$ cat src/rtl/fx_barrier_pkg.sv
package fx_barrier_pkg;

  // Source selected for the next register load.
  typedef enum logic {
    SLOT_PASS = 1'b0,
    SLOT_KILL = 1'b1
  } slot_sel_e;

endpackage

$ cat src/rtl/fx_kill_decode.sv
module fx_kill_decode
  import fx_barrier_pkg::*;
#(
  parameter int OPC_W    = 4,
  parameter int JUMP_OPC = 15
) (
  input  logic [OPC_W-1:0] opc_q,
  input  logic             jump_taken,
  output slot_sel_e        sel
);

  localparam logic [OPC_W-1:0] JumpCode = OPC_W'(JUMP_OPC);

  logic is_jump;

  always_comb begin
    is_jump = (opc_q == JumpCode);
    sel     = (is_jump && jump_taken) ? SLOT_KILL : SLOT_PASS;
  end

endmodule

$ cat src/rtl/fx_slot_mux.sv
module fx_slot_mux
  import fx_barrier_pkg::*;
#(
  parameter int W = 32
) (
  input  slot_sel_e    sel,
  input  logic [W-1:0] fetched,
  output logic [W-1:0] loaded
);

  always_comb begin
    unique case (sel)
      SLOT_KILL: loaded = '0;
      default:   loaded = fetched;
    endcase
  end

endmodule

$ cat src/rtl/fx_slot_reg.sv
module fx_slot_reg #(
  parameter int W = 32
) (
  input  logic         clk,
  input  logic         rst_n,
  input  logic         en,
  input  logic [W-1:0] d,
  output logic [W-1:0] q
);

  logic [W-1:0] q_nxt;

  always_comb begin
    q_nxt = en ? d : q;
  end

  always_ff @(posedge clk or negedge rst_n) begin
    if (!rst_n) q <= '0;
    else        q <= q_nxt;
  end

endmodule

$ cat src/rtl/fx_barrier.sv
module fx_barrier
  import fx_barrier_pkg::*;
#(
  parameter int INSTR_W  = 32,
  parameter int PC_W     = 24,
  parameter int OPC_W    = 4,
  parameter int JUMP_OPC = 15
) (
  input  logic               clk,
  input  logic               rst_n,
  input  logic [INSTR_W-1:0] instr_in,
  input  logic [PC_W-1:0]    pc_in,
  input  logic               jump_taken,
  output logic [INSTR_W-1:0] instr_out,
  output logic [PC_W-1:0]    pc_out
);

  localparam int OPC_LSB = INSTR_W - OPC_W;
  localparam int NUM_SLOTS = 2;

  slot_sel_e         sel;
  logic [OPC_W-1:0]  opc_q;
  logic [INSTR_W-1:0] instr_d;
  logic [PC_W-1:0]    pc_d;

  assign opc_q = instr_out[OPC_LSB +: OPC_W];

  fx_kill_decode #(
    .OPC_W   (OPC_W),
    .JUMP_OPC(JUMP_OPC)
  ) i_kill_decode (
    .opc_q     (opc_q),
    .jump_taken(jump_taken),
    .sel       (sel)
  );

  for (genvar g = 0; g < NUM_SLOTS; g++) begin : g_slot
    if (g == 0) begin : g_instr
      fx_slot_mux #(.W(INSTR_W)) i_mux (
        .sel    (sel),
        .fetched(instr_in),
        .loaded (instr_d)
      );
      fx_slot_reg #(.W(INSTR_W)) i_reg (
        .clk  (clk),
        .rst_n(rst_n),
        .en   (1'b1),
        .d    (instr_d),
        .q    (instr_out)
      );
    end else begin : g_pc
      fx_slot_mux #(.W(PC_W)) i_mux (
        .sel    (sel),
        .fetched(pc_in),
        .loaded (pc_d)
      );
      fx_slot_reg #(.W(PC_W)) i_reg (
        .clk  (clk),
        .rst_n(rst_n),
        .en   (1'b1),
        .d    (pc_d),
        .q    (pc_out)
      );
    end
  end

endmodule

$ cat config.mk
export PLATFORM = sky130hd
export DESIGN_NAME = fx_barrier
export DESIGN_NICKNAME = d
export VERILOG_FILES = /design/src/rtl/fx_barrier_pkg.sv /design/src/rtl/fx_kill_decode.sv /design/src/rtl/fx_slot_mux.sv /design/src/rtl/fx_slot_reg.sv /design/src/rtl/fx_barrier.sv
export SDC_FILE = /design/constraint.sdc
export NUM_CORES = 1
export LEC_CHECK = 0
export CAP_MARGIN = 10
export CORE_MARGIN = 4
export CORE_UTILIZATION = 40
export CTS_CLUSTER_SIZE = 14
export DETAILED_ROUTE_END_ITERATION = 6
export PLACE_DENSITY = 0.82
export SLEW_MARGIN = 20
export SYNTH_ARGS = -nofsm -noshare
export SYNTH_HDL_FRONTEND = slang
export SYNTH_SLANG_ARGS = --single-unit
$ cat constraint.sdc
create_clock -name clk -period 1.6 [get_ports clk]
set_clock_uncertainty 0.1 [all_clocks]
set_input_delay 0.32 -clock clk [delete_from_list [all_inputs] [get_ports clk]]
set_output_delay 0.32 -clock clk [all_outputs]
set_load 0.005 [all_outputs]
==> results of run 1 <==
-- cell type report --
cell class,instances,area share (%)
multi-input combinational,58,16.97
timing repair buffer,120,37.47
sequential,56,40.27
clock buffer,7,2.769
tap,70,2.517
-- through the flow --
stage | power, uW | hold slack [ps] | instance area (sq um) | utilization, %
after global placement | 2046 | 233.5 | 3316 | 64.51
after floorplan | 1707 | -75.59 | 2133 | -
after CTS | 2850 | 443.0 | 3420 | 66.53
final | 2787 | 435.5 | 3480 | 67.70
after detailed placement | 2057 | 239.2 | 3316 | 64.51
after global routing | 2931 | 442.1 | 3480 | 67.70
-- what timing repair did --
item,4_1_cts,5_1_grt
setup endpoints to repair,2,24
hold buffers,1,0
gates resized for setup,2,24
hold endpoints to repair,56,0
-- path summary, 6_finish.rpt --
path / startpoint / endpoint / slack (ps)
hold reg to reg: g_slot[0].g_instr.i_reg.q[29]$_DFF_PN0_ / g_slot[1].g_pc.i_reg.q[2]$_DFF_PN0_ / 660
setup / recovery: g_slot[1].g_pc.i_reg.q[11]$_DFF_PN0_ / pc_out[11] / 40
hold / removal: rst_n / g_slot[1].g_pc.i_reg.q[3]$_DFF_PN0_ / 440
min in group clk: instr_in[31] / g_slot[0].g_instr.i_reg.q[31]$_DFF_PN0_ / 460
max in group asynchronous: rst_n / g_slot[0].g_instr.i_reg.q[0]$_DFF_PN0_ / 710
setup reg to reg: g_slot[0].g_instr.i_reg.q[28]$_DFF_PN0_ / g_slot[0].g_instr.i_reg.q[8]$_DFF_PN0_ / 400
-- metal layers --
| metal | up-vias | track usage (%) | wire length, um |
|---|---|---|---|
| met5 | - | 0 | 0 |
| met4 | 0 | 4.223 | 65 |
| met3 | 7 | 6.984 | 479 |
| met2 | 61 | 26.60 | 2525 |
| met1 | 656 | 15.02 | 1544 |
| li1 | 654 | - | - |
-- cells by family (layout without fill, tap and decap cells) --
group / after synthesis / in the layout / synth area share (%)
buffers and inverters: 12 / 127 / 6.627
flip-flops: 56 / 56 / 65.69
AO/OA/AOI/OAI: 56 / 56 / 26.74
AND/OR/NAND/NOR: 2 / 2 / 0.9385
-- power breakdown --
group	internal (uW)	leakage, uW	switching (uW)	total (uW)
Sequential	1490	0.000657	20.7	1510
Combinational	327	0.000914	165	492
Clock	386	0.0000503	395	781
Total	2210	0.00162	581	2790
-- flip-flops by register name (all words and copies together), names as in the netlist --
name,count
g_slot.g_instr.i_reg.q,32
g_slot.g_pc.i_reg.q,24
-- synthesized netlist by cell type --
cell | number | area, sq um
and2_4 | 1 | 8.760
buf_12 | 4 | 80.08
buf_2 | 1 | 5.000
a21boi_2 | 40 | 450.4
a21boi_0 | 16 | 120.1
and3_4 | 1 | 11.26
buf_4 | 4 | 30.03
dfrtp_1 | 56 | 1401
clkbuf_1 | 1 | 3.750
buf_6 | 2 | 22.52
==> summary.txt, run 1 <==
Global route
  – Largest net degree at the start of global routing: 57
  – Vias in the first global route: approximately 1500
  – Gr usage total: ~15%
  – Initial antenna violation count: 0
  – First-pass GRT wire length: just over 7 mm
  – Grt total ovfl: 0

Drt
  – Drc violations: 0
  – DR vias/cell: around 4.4
  – Routed vias: 1378
  – DRT iter0 DRCs: 24
  – Drt wl/cell: around 15 um
  – Final wirelength: roughly 4.6 mm
  – DRT Pass-1 Iters: 3
  – Post-route ant nets: 0

Setup path
  – R2R cell count: 3
  – CP arrival: 1140 ps
  – Type of destination of the critical path: output pin
  – CP Max Fanout: 1
  – Critical Path Stages: 1
  – CP top delay family: buffers and inverters
  – Max stage delay on crit path: just over 500 ps
  – Worst path cell trace: clkdlybuf4s50_1
  – Critical path buffers and inverters: 1
  – WP data required: 1180 ps
  – Slowest cell on crit path: clkdlybuf4s50_1
  – CP Launch Type: register
  – Setup CP Type: register to output pin

Worst hold path
  – Hold Path Class: input pin to async pin

Power
  – Leak: between 0.0015 and 0.002 uW
  – Worst vdd ir: between 0.0005 and 0.0006 V
  – Power Dens Cells: around 800 mW/mm^2

Timing
  – Minimum clock period: between 1500 and 2000 ps
  – RSZ-0062 raised after global routing: false
  – Actual slew at the worst max-slew pin: 293.1 ps
  – Slew Limit Fails: 0
  – Setup TNS: 0 ps
  – Fmax: about 640 MHz
  – Fin crit share: slightly below 100%
  – Hold Vio Cnt, Final: 0
  – Final Setup Violations: 0
  – Final setup margin: approximately 40 ps
  – Relative slew slack: between 80% and 90%

Status
  – Status: complete, no violations

Final layout
  – FILL cells: around 400
  – Most frequent cells in the layout: clkdlybuf4s50_1, dfrtp_1, a21boi_2, dlymetal6s2s_1, a21boi_0
  – Nets: 300
  – Register area: 0.001401 sq mm
  – Share of cells above drive strength 1: about 23%
  – Post-route insts no fill: slightly above 300
  – Area of the multi-input gates: 590.6 sq um
  – ANT cells: 0
  – Area grow syn2layout: 63.11%
  – Commonest non-fill, non-tap cell in the layout: clkdlybuf4s50_1

Placement
  – Routability Congestion: between 0.6 and 0.7
  – Number of I/O port buffers: ~110
  – Setup WS pre-CTS: ~50 ps
  – Placed Cells: ~300

Synth
  – Synthesized cell area: 0.002133 sq mm
  – Yosys warning count: 0
  – Cell variety after synth: 10
  – Syn Area/Cell: 16.93 sq um
  – Seq/Total Area, Yosys: roughly 66%
  – Synthesized flop and latch total: 56
  – Synthesized Nets: ~190
  – Gate Count Post-Synth: between 100 and 150

Clock network
  – Num CTS Buffers: 5
  – Post-CTS Setup Bufs: 0
  – Clk sinks: 56
  – H-tree depth: 2
  – Clock tree buffer depth: 2
  – CTS tree: yes
  – CTS clock-pin slew for the worst setup and hold paths: 90 ps
  – Clk root buf: clkbuf_8
  – Clock Latency Late Sink: between 200 and 300 ps

Floorplanning
  – Cell Rows: 26
  – Ports: approximately 120
  – Die width: 81.03 um
  – Die height: 81.03 um
  – Starting Density: around two fifths
  – Die area: ~0.0066 sq mm
  – CORE AREA: a little over 0.005 sq mm

Job
  – Maxcap violations: 0
(Power assumes the default switching activity.)
==> run 2: changes to the inputs <==
--- a/config.mk
+++ b/config.mk
@@ -10,8 +10,9 @@
 export CORE_UTILIZATION = 40
 export CTS_CLUSTER_SIZE = 14
 export DETAILED_ROUTE_END_ITERATION = 6
-export PLACE_DENSITY = 0.82
+export PLACE_DENSITY = 0.75
 export SLEW_MARGIN = 20
 export SYNTH_ARGS = -nofsm -noshare
 export SYNTH_HDL_FRONTEND = slang
+export SYNTH_HIERARCHICAL = 1
 export SYNTH_SLANG_ARGS = --single-unit
==> run 2 against run 1 <==
  * Die area increased by 28%
  * Critical path type is now input pin to register
  * Combinational power increased by 88%
  * Critical endpoint is now g_slot[0].g_instr.i_reg/q[8]$_DFFE_PN0P_
  * Largest power group unchanged
  * First-iteration DRC count increased by 4.2%
  * Core utilization decreased by 4.8 points
  * Clock-buffer cell count decreased by 1
  * Register-to-register slack got worse by 340 ps
  * Power increased by 25%
  * Sequential share of layout area decreased by 7.5 points
  * Worst setup slack got worse by 12 ps
==> summary.txt, run 2 <==
Status
  – Status: complete, no violations

Timing
  – RSZ-0062 raised after global routing: true
  – Hold Vio Cnt, Final: 0 (unchanged)
  – Fmax: 636.2 MHz (-0.76%)
  – Minimum clock period: 1572 ps (+11.93 ps)
  – Fin crit share: 98.23% (+0.75 points)
  – Final Setup Violations: 0 (unchanged)
  – Hold slack final: 429.5 ps (-5.973 ps)
  – Slew Limit Fails: 0 (unchanged)

Synth
  – Syn Area/Cell: 15.18 sq um (-10%)
  – Top_reg_cell synth: dfrtp_1
  – Yosys warning count: 6 (+6)
  – Leading post-synthesis cells by cell area: dfrtp_1, mux2_4, nor2b_1, nor2b_2, buf_12
  – Fraction of registers with async set/reset: 100.0% (unchanged)
  – Top cells by count, synth: dfrtp_1, mux2_4, nor2b_1, nor2b_2, mux2_2
  – Gate Count Post-Synth: 184 (+46%)
  – Area share of the largest cell type after synthesis: 50.16% (-16 points)
  – Synth area leader: dfrtp_1
  – Count leader, synth: dfrtp_1
  – Synthesized cell area: 0.002794 sq mm (+31%)
  – Cell variety after synth: 13 (+3)
  – Seq/Total Area, Yosys: 50.16% (-16 points)
  – Synthesized flop and latch total: 56 (unchanged)
  – Post-synth EDFFs: 0 (unchanged)

Drt
  – Drt wl/cell: 14.34 um (-3.4%)
  – DR vias/cell: 4.303 (-2.9%)
  – DRT iter0 DRCs: 25 (+4.2%)
  – Final wirelength: 6.050 mm (+31%)
  – Post-route ant nets: 0 (unchanged)
  – Drc violations: 0 (unchanged)
  – DRT Pass-1 Iters: 4 (+1)
  – Routed vias: 1816 (+32%)

Final layout
  – Nets: 384 (+28%)
  – Share of cells above drive strength 1: 34.05% (+11 points)
  – Area grow syn2layout: 52.84%
  – FILL cells: 558 (+37%)
  – Most frequent cells in the layout: clkdlybuf4s50_1, dfrtp_1, mux2_4, dlygate4sd2_1, nor2b_1
  – Commonest non-fill, non-tap cell in the layout: clkdlybuf4s50_1
  – Final instance area: 0.004270 sq mm (+23%)
  – Post-route insts no fill: 422 (+36%)
  – Top Registers: g_slot.g_instr.i_reg/q: 32 flops, g_slot.g_pc.i_reg/q: 24 flops
  – Top reg by flops: g_slot.g_instr.i_reg/q
  – Max FFs per register: 32 (unchanged)
  – ANT cells: 0 (unchanged)

Floorplanning
  – Cell Rows: 30 (+15%)
  – Die width: 91.58 um (+13%)
  – Ports: 115 (unchanged)
  – Die height: 91.58 um (+13%)
  – CORE AREA: 0.006794 sq mm (+32%)
  – Die area: 0.008386 sq mm (+28%)
  – Starting Density: 41.12% (-0.38 points)

Setup path
  – CP top delay family: buffers and inverters
  – Worst flop-to-flop path startpoint: g_slot[0].g_instr.i_reg/q[30]$_DFFE_PN0P_
  – Critical path buffers and inverters: 2 (+1)
  – Slowest cell on crit path: clkdlybuf4s50_1
  – R2R Path End: g_slot[0].g_instr.i_reg/q[8]$_DFFE_PN0P_
  – Setup CP Type: input pin to register
  – CP Launch Type: input pin
  – Type of destination of the critical path: register
  – CP arrival: 1660 ps (+520 ps)
  – Worst path cell trace: clkdlybuf4s50_1, nand3_2, nor2_4, buf_4, nor2b_1, mux2_4
  – WP data required: 1690 ps (+510 ps)
  – CP Max Fanout: 24 (+23)
  – R2R cell count: 6 (+3)
  – Flop2flop setup slack: 60 ps (-340 ps)
  – Max stage delay on crit path: 470 ps (-40 ps)

Placement
  – Area after DPL: 0.003961 sq mm (+19%)
  – Hpwl dp: roughly 4.1 mm
  – Placed Cells: 387 (+28%)
  – Routability Congestion: 0.6931 (+3.0%)
  – Number of I/O port buffers: 114 (unchanged)

Global route
  – First-pass GRT wire length: 9.708 mm (+36%)
  – Vias in the first global route: 1963 (+34%)
  – Initial antenna violation count: 0 (unchanged)
  – Largest net degree at the start of global routing: 57 (unchanged)
  – Grt total ovfl: 0 (unchanged)
  – Gr usage total: 14.35% (-0.35 points)

Clock network
  – CTS tree: yes
  – Num CTS Buffers: 5 (unchanged)
  – Clock tree buffer depth: 2 (unchanged)
  – H-tree depth: 2 (unchanged)
  – CTS clock-pin slew for the worst setup and hold paths: 100 ps (about the same)
  – Clock Latency Late Sink: 290 ps (about the same)
  – Clk root buf: clkbuf_8
  – Clk sinks: 56 (unchanged)

Power
  – Power Dens Cells: 817.0 mW/mm^2 (+2.0%)
  – Comb power frac: 26.6% (+8.9 points)
  – Sw Pwr: 797.9 uW (+37%)
  – Clock group share of total power: 25.8% (-2.2 points)
  – Internal power: 2691 uW (+22%)
  – Leak: 0.002121 uW (+31%)
  – Tot Pwr: 3489 uW (+25%)
  – Sequential power share: 47.6% (-6.7 points)
  – Worst vdd ir: 0.0003908 V (-25%)
  – Switching share of power: 22.87% (+2.0 points)

Job
  – Maxcap violations: 0 (unchanged)

Worst hold path
  – Hold Path Class: input pin to async pin
==> run 2: cells by family (layout without fill, tap and decap cells) <==
logic type    count (synthesis)  count (layout)  share of synthesized area [%]
buf+inv                      12             153                          6.001
other cells                   1               2                         0.1342
flops                        56              56                          50.16
mux                          56              56                          29.29
simple gates                 59              59                          14.42
==> run 2: final cells by class <==
type	instances	area (sq um)	area share (%)
flip-flops and latches	56	1401	32.82
repair buffers	145	1385	32.43
multi-input cells	117	1256	29.42
well taps	96	120.1	2.813
clock buffers	6	72.57	1.699
clock inverters	2	35.03	0.8204
==> run 2: timing repair <==
action,4_1_cts,5_1_grt
pin swaps,0,0
setup buffers,23,3
gates resized for setup,44,17
hold buffers,1,0
setup endpoints to repair,50,49
endpoints found under the hold margin,56,0
==> run 2: worst max-delay path by stage <==
stage / start / to / slack, ps / cells past startpoint
2_1_floorplan: g_slot[0].g_instr.i_reg/q[29]$_DFFE_PN0P_ / g_slot[0].g_instr.i_reg/q[28]$_DFFE_PN0P_ / 20 / 5
3_3_place_gp: jump_taken / g_slot[1].g_pc.i_reg/q[2]$_DFFE_PN0P_ / -280 / 7
3_5_place_dp: jump_taken / g_slot[0].g_instr.i_reg/q[8]$_DFFE_PN0P_ / -330 / 6
4_1_cts: g_slot[1].g_pc.i_reg/q[5]$_DFFE_PN0P_ / pc_out[5] / 1 / 1
5_1_grt: jump_taken / g_slot[0].g_instr.i_reg/q[31]$_DFFE_PN0P_ / -30 / 6
6_report: jump_taken / g_slot[0].g_instr.i_reg/q[8]$_DFFE_PN0P_ / 30 / 6
==> run 2: layer usage <==
metal	vias up	track usage, %	wire, um
met2	62	23.19	2907
met5	-	0	0
met1	874	19.27	2779
li1	878	-	-
met3	2	3.645	339
met4	0	3.392	23
==> run 2: stage by stage <==
step | setup TNS [ps] | util [%] | worst slack, ps
floorplan | 0 | - | 17.66
global placement | -12340 | 58.31 | -280.1
global route | -116.7 | 62.85 | -28.96
detailed placement | -14320 | 58.31 | -328.7
CTS | 0 | 61.77 | 1.050
finish | 0 | 62.85 | 28.26
==> run 2: power groups by stage <==
stage / logic, uW / registers [uW] / clock network, uW
2_1_floorplan: 391 / 1700 / 0
3_3_place_gp: 891 / 1690 / 0
3_5_place_dp: 906 / 1690 / 0
4_1_cts: 919 / 1660 / 948
5_1_grt: 998 / 1680 / 1000
6_report: 927 / 1660 / 901
==> run 2: worst register-to-register path, stage by stage (launching register included) <==
cell	delay (ps)
dfrtp_1	390
buf_6	120
nand2_4	50
nor2_4	130
buf_4	280
nor2b_1	100
mux2_4	270
==> run 3: changes to the inputs <==
--- a/config.mk
+++ b/config.mk
@@ -11,6 +11,7 @@
 export CTS_CLUSTER_SIZE = 14
 export DETAILED_ROUTE_END_ITERATION = 6
 export PLACE_DENSITY = 0.75
+export RECOVER_POWER = 50
 export SLEW_MARGIN = 20
 export SYNTH_ARGS = -nofsm -noshare
 export SYNTH_HDL_FRONTEND = slang
==> run 3 against run 2 <==
  * Power decreased by 0.13%
  * Clock-buffer cell count did not move
  * Sequential share of layout area increased by 0.15 points
  * Worst setup slack is the same
  * Non-clock buffer count is the same
  * Hold slack improved by 190 ps
  * Flip-flop and latch count did not move
  * Global-route usage did not move
  * Critical path depth is the same
  * Sequential power about the same
==> summary.txt, run 3 (synthesis gave the netlist of run 2 again) <==
Status
  – Status: complete, no violations

Drt
  – Drt wl/cell: 14.31 um (-0.18%)
  – Post-route ant nets: 0 (unchanged)
  – DRT iter0 DRCs: 26 (+4.0%)
  – DR vias/cell: 4.291 (-0.28%)
  – Drc violations: 0 (unchanged)
  – DRT Pass-1 Iters: 4 (unchanged)
  – Final wirelength: 6.039 mm (-0.18%)
  – Routed vias: 1811 (-0.28%)

Timing
  – Fmax: 636.2 MHz (unchanged)
  – Minimum clock period: 1572 ps (unchanged)
  – Setup TNS: 0 ps (unchanged)
  – RSZ-0062 raised after global routing: true
  – Final Setup Violations: 0 (unchanged)
  – Final setup margin: 28.26 ps (unchanged)
  – Hold Vio Cnt, Final: 0 (unchanged)
  – Actual slew at the worst max-slew pin: a little under 800 ps
  – Relative slew slack: roughly half
  – Fin crit share: 98.23% (unchanged)
  – Slew Limit Fails: 0 (unchanged)

Final layout
  – Max FFs per register: 32 (unchanged)
  – Most frequent cells in the layout: clkdlybuf4s50_1, dfrtp_1, mux2_4, dlygate4sd2_1, nor2b_1
  – Nets: 384 (unchanged)
  – Commonest non-fill, non-tap cell in the layout: clkdlybuf4s50_1
  – Top reg by flops: g_slot.g_instr.i_reg/q
  – Area grow syn2layout: 52.13%
  – ANT cells: 0 (unchanged)
  – Share of cells above drive strength 1: 34.05% (unchanged)
  – Top Registers: g_slot.g_instr.i_reg/q: 32 flops, g_slot.g_pc.i_reg/q: 24 flops

Global route
  – GRT met3 Usage: 3.645% (unchanged)
  – First-pass GRT wire length: 9.708 mm (unchanged)
  – Initial antenna violation count: 0 (unchanged)
  – Grt total ovfl: 0 (unchanged)
  – Vias in the first global route: 1963 (unchanged)
  – Top Usage Layer GRT: met2
  – Met1 usage: 19.27% (unchanged)
  – Gr usage total: 14.35% (unchanged)
  – Met2 usage: 23.19% (unchanged)
  – Largest net degree at the start of global routing: 57 (unchanged)

Setup path
  – CP arrival: 1660 ps (about the same)
  – WP data required: 1690 ps (about the same)
  – Slowest cell on crit path: clkdlybuf4s50_1
  – CP Max Fanout: 24 (unchanged)
  – Setup CP Type: input pin to register
  – Worst path cell trace: clkdlybuf4s50_1, nand3_2, nor2_4, buf_4, nor2b_1, mux2_4
  – CP top delay family: buffers and inverters
  – Critical path buffers and inverters: 2 (unchanged)
  – Max stage delay on crit path: 470 ps (about the same)
  – CP Launch Type: input pin
  – Type of destination of the critical path: register

Placement
  – Setup WS pre-CTS: -328.7 ps (unchanged)
  – Number of I/O port buffers: 114 (unchanged)
  – Hpwl dp: 4.127 mm (unchanged)
  – Routability Congestion: 0.6931 (unchanged)

Power
  – Worst vdd ir: 0.0003909 V (about the same)
  – Clock group share of total power: 25.9% (about the same)
  – Internal power: 2687 uW (-0.15%)
  – Sequential power share: 47.7% (about the same)
  – Sw Pwr: 797.3 uW (about the same)
  – Comb power frac: 26.5% (about the same)
  – Power Dens Cells: 819.8 mW/mm^2 (+0.34%)
  – Tot Pwr: 3484 uW (-0.13%)
  – Leak: 0.002088 uW (-1.6%)
  – Switching share of power: 22.88% (about the same)

Clock network
  – CTS tree: yes
  – Clock tree buffer depth: 2 (unchanged)
  – Clock Latency Late Sink: 290 ps (about the same)
  – Clk sinks: 56 (unchanged)
  – H-tree depth: 2 (unchanged)
  – CTS clock-pin slew for the worst setup and hold paths: 100 ps (about the same)
  – Clk root buf: clkbuf_8
  – Num CTS Buffers: 5 (unchanged)

Floorplanning
  – Die width: 91.58 um (unchanged)
  – Die height: 91.58 um (unchanged)
  – Cell Rows: 30 (unchanged)
  – Starting Density: 41.12% (unchanged)
  – CORE AREA: 0.006794 sq mm (unchanged)
  – Die area: 0.008386 sq mm (unchanged)
  – Ports: 115 (unchanged)

Job
  – Maxcap violations: 0 (unchanged)

Worst hold path
  – Hold Path Class: input pin to async pin
-- run 3: cell count changes in the layout (fill, tap and decap cells not counted) --
| cell | delta |
|---|---|
| dlymetal6s2s_1 | -3 |
| clkbuf_4 | +1 |
| buf_12 | -1 |
| clkdlybuf4s25_1 | +3 |
-- run 3: final cells by class --
class	instances	area (sq um)
Clock buffer	6	72.57
Clock inverter	2	35.03
Multi-Input combinational cell	117	1256
Sequential cell	56	1401
Timing Repair Buffer	145	1365
Fill cell	562	2544
Tap cell	96	120.1
-- run 3: per-layer routing --
layer | up-vias | part of all wire, %
met5 | - | 0
met4 | 0 | 0.38
met3 | 2 | 5.6
met2 | 62 | 48
met1 | 869 | 46
li1 | 878 | -
-- run 3: per-stage QoR --
| step | cells | hold slack, ps | instance area, sq um | util, % |
|---|---|---|---|---|
| after detailed placement | 387 | 243.7 | 3961 | 58.31 |
| after global routing | 422 | 629.5 | 4250 | 62.56 |
| after CTS | 419 | 436.4 | 4197 | 61.77 |
| after global placement | 387 | 241.7 | 3961 | 58.31 |
| after floorplan | 185 | -75.59 | 2798 | - |
| final | 422 | 623.2 | 4250 | 62.56 |
-- run 3: worst min-delay path, stage by stage --
cell and delay, ps:
dlygate4sd3_1 520, buf_2 100, clkbuf_4 620
-- run 3: final timing paths --
path / start / to / slack (ps) / cells past startpoint
worst max-delay path: jump_taken / g_slot[0].g_instr.i_reg/q[8]$_DFFE_PN0P_ / 30 / 6
worst min-delay path: rst_n / g_slot[1].g_pc.i_reg/q[2]$_DFFE_PN0P_ / 620 / 3
worst max register to register: g_slot[0].g_instr.i_reg/q[30]$_DFFE_PN0P_ / g_slot[0].g_instr.i_reg/q[8]$_DFFE_PN0P_ / 60 / 6
worst min register to register: g_slot[0].g_instr.i_reg/q[31]$_DFFE_PN0P_ / g_slot[1].g_pc.i_reg/q[16]$_DFFE_PN0P_ / 890 / 5
max in group asynchronous: rst_n / g_slot[1].g_pc.i_reg/q[14]$_DFFE_PN0P_ / 250 / 3
min in group clk: pc_in[1] / g_slot[1].g_pc.i_reg/q[1]$_DFFE_PN0P_ / 630 / 3
-- run 3: what timing repair did --
action                                  in CTS  in global routing
hold buffers                                 1                  0
gates cloned                                 0                  0
gates resized for setup                     44                 17
endpoints found under the hold margin       56                  0
endpoints found under the setup margin      50                 49
setup buffers                               23                  3
-- run 3: power groups by stage --
stage | Combinational (uW) | Sequential [uW] | Clock, uW
2_1_floorplan | 391 | 1700 | 0
3_3_place_gp | 891 | 1690 | 0
3_5_place_dp | 906 | 1690 | 0
4_1_cts | 919 | 1660 | 948
5_1_grt | 993 | 1690 | 1000
6_report | 922 | 1660 | 901
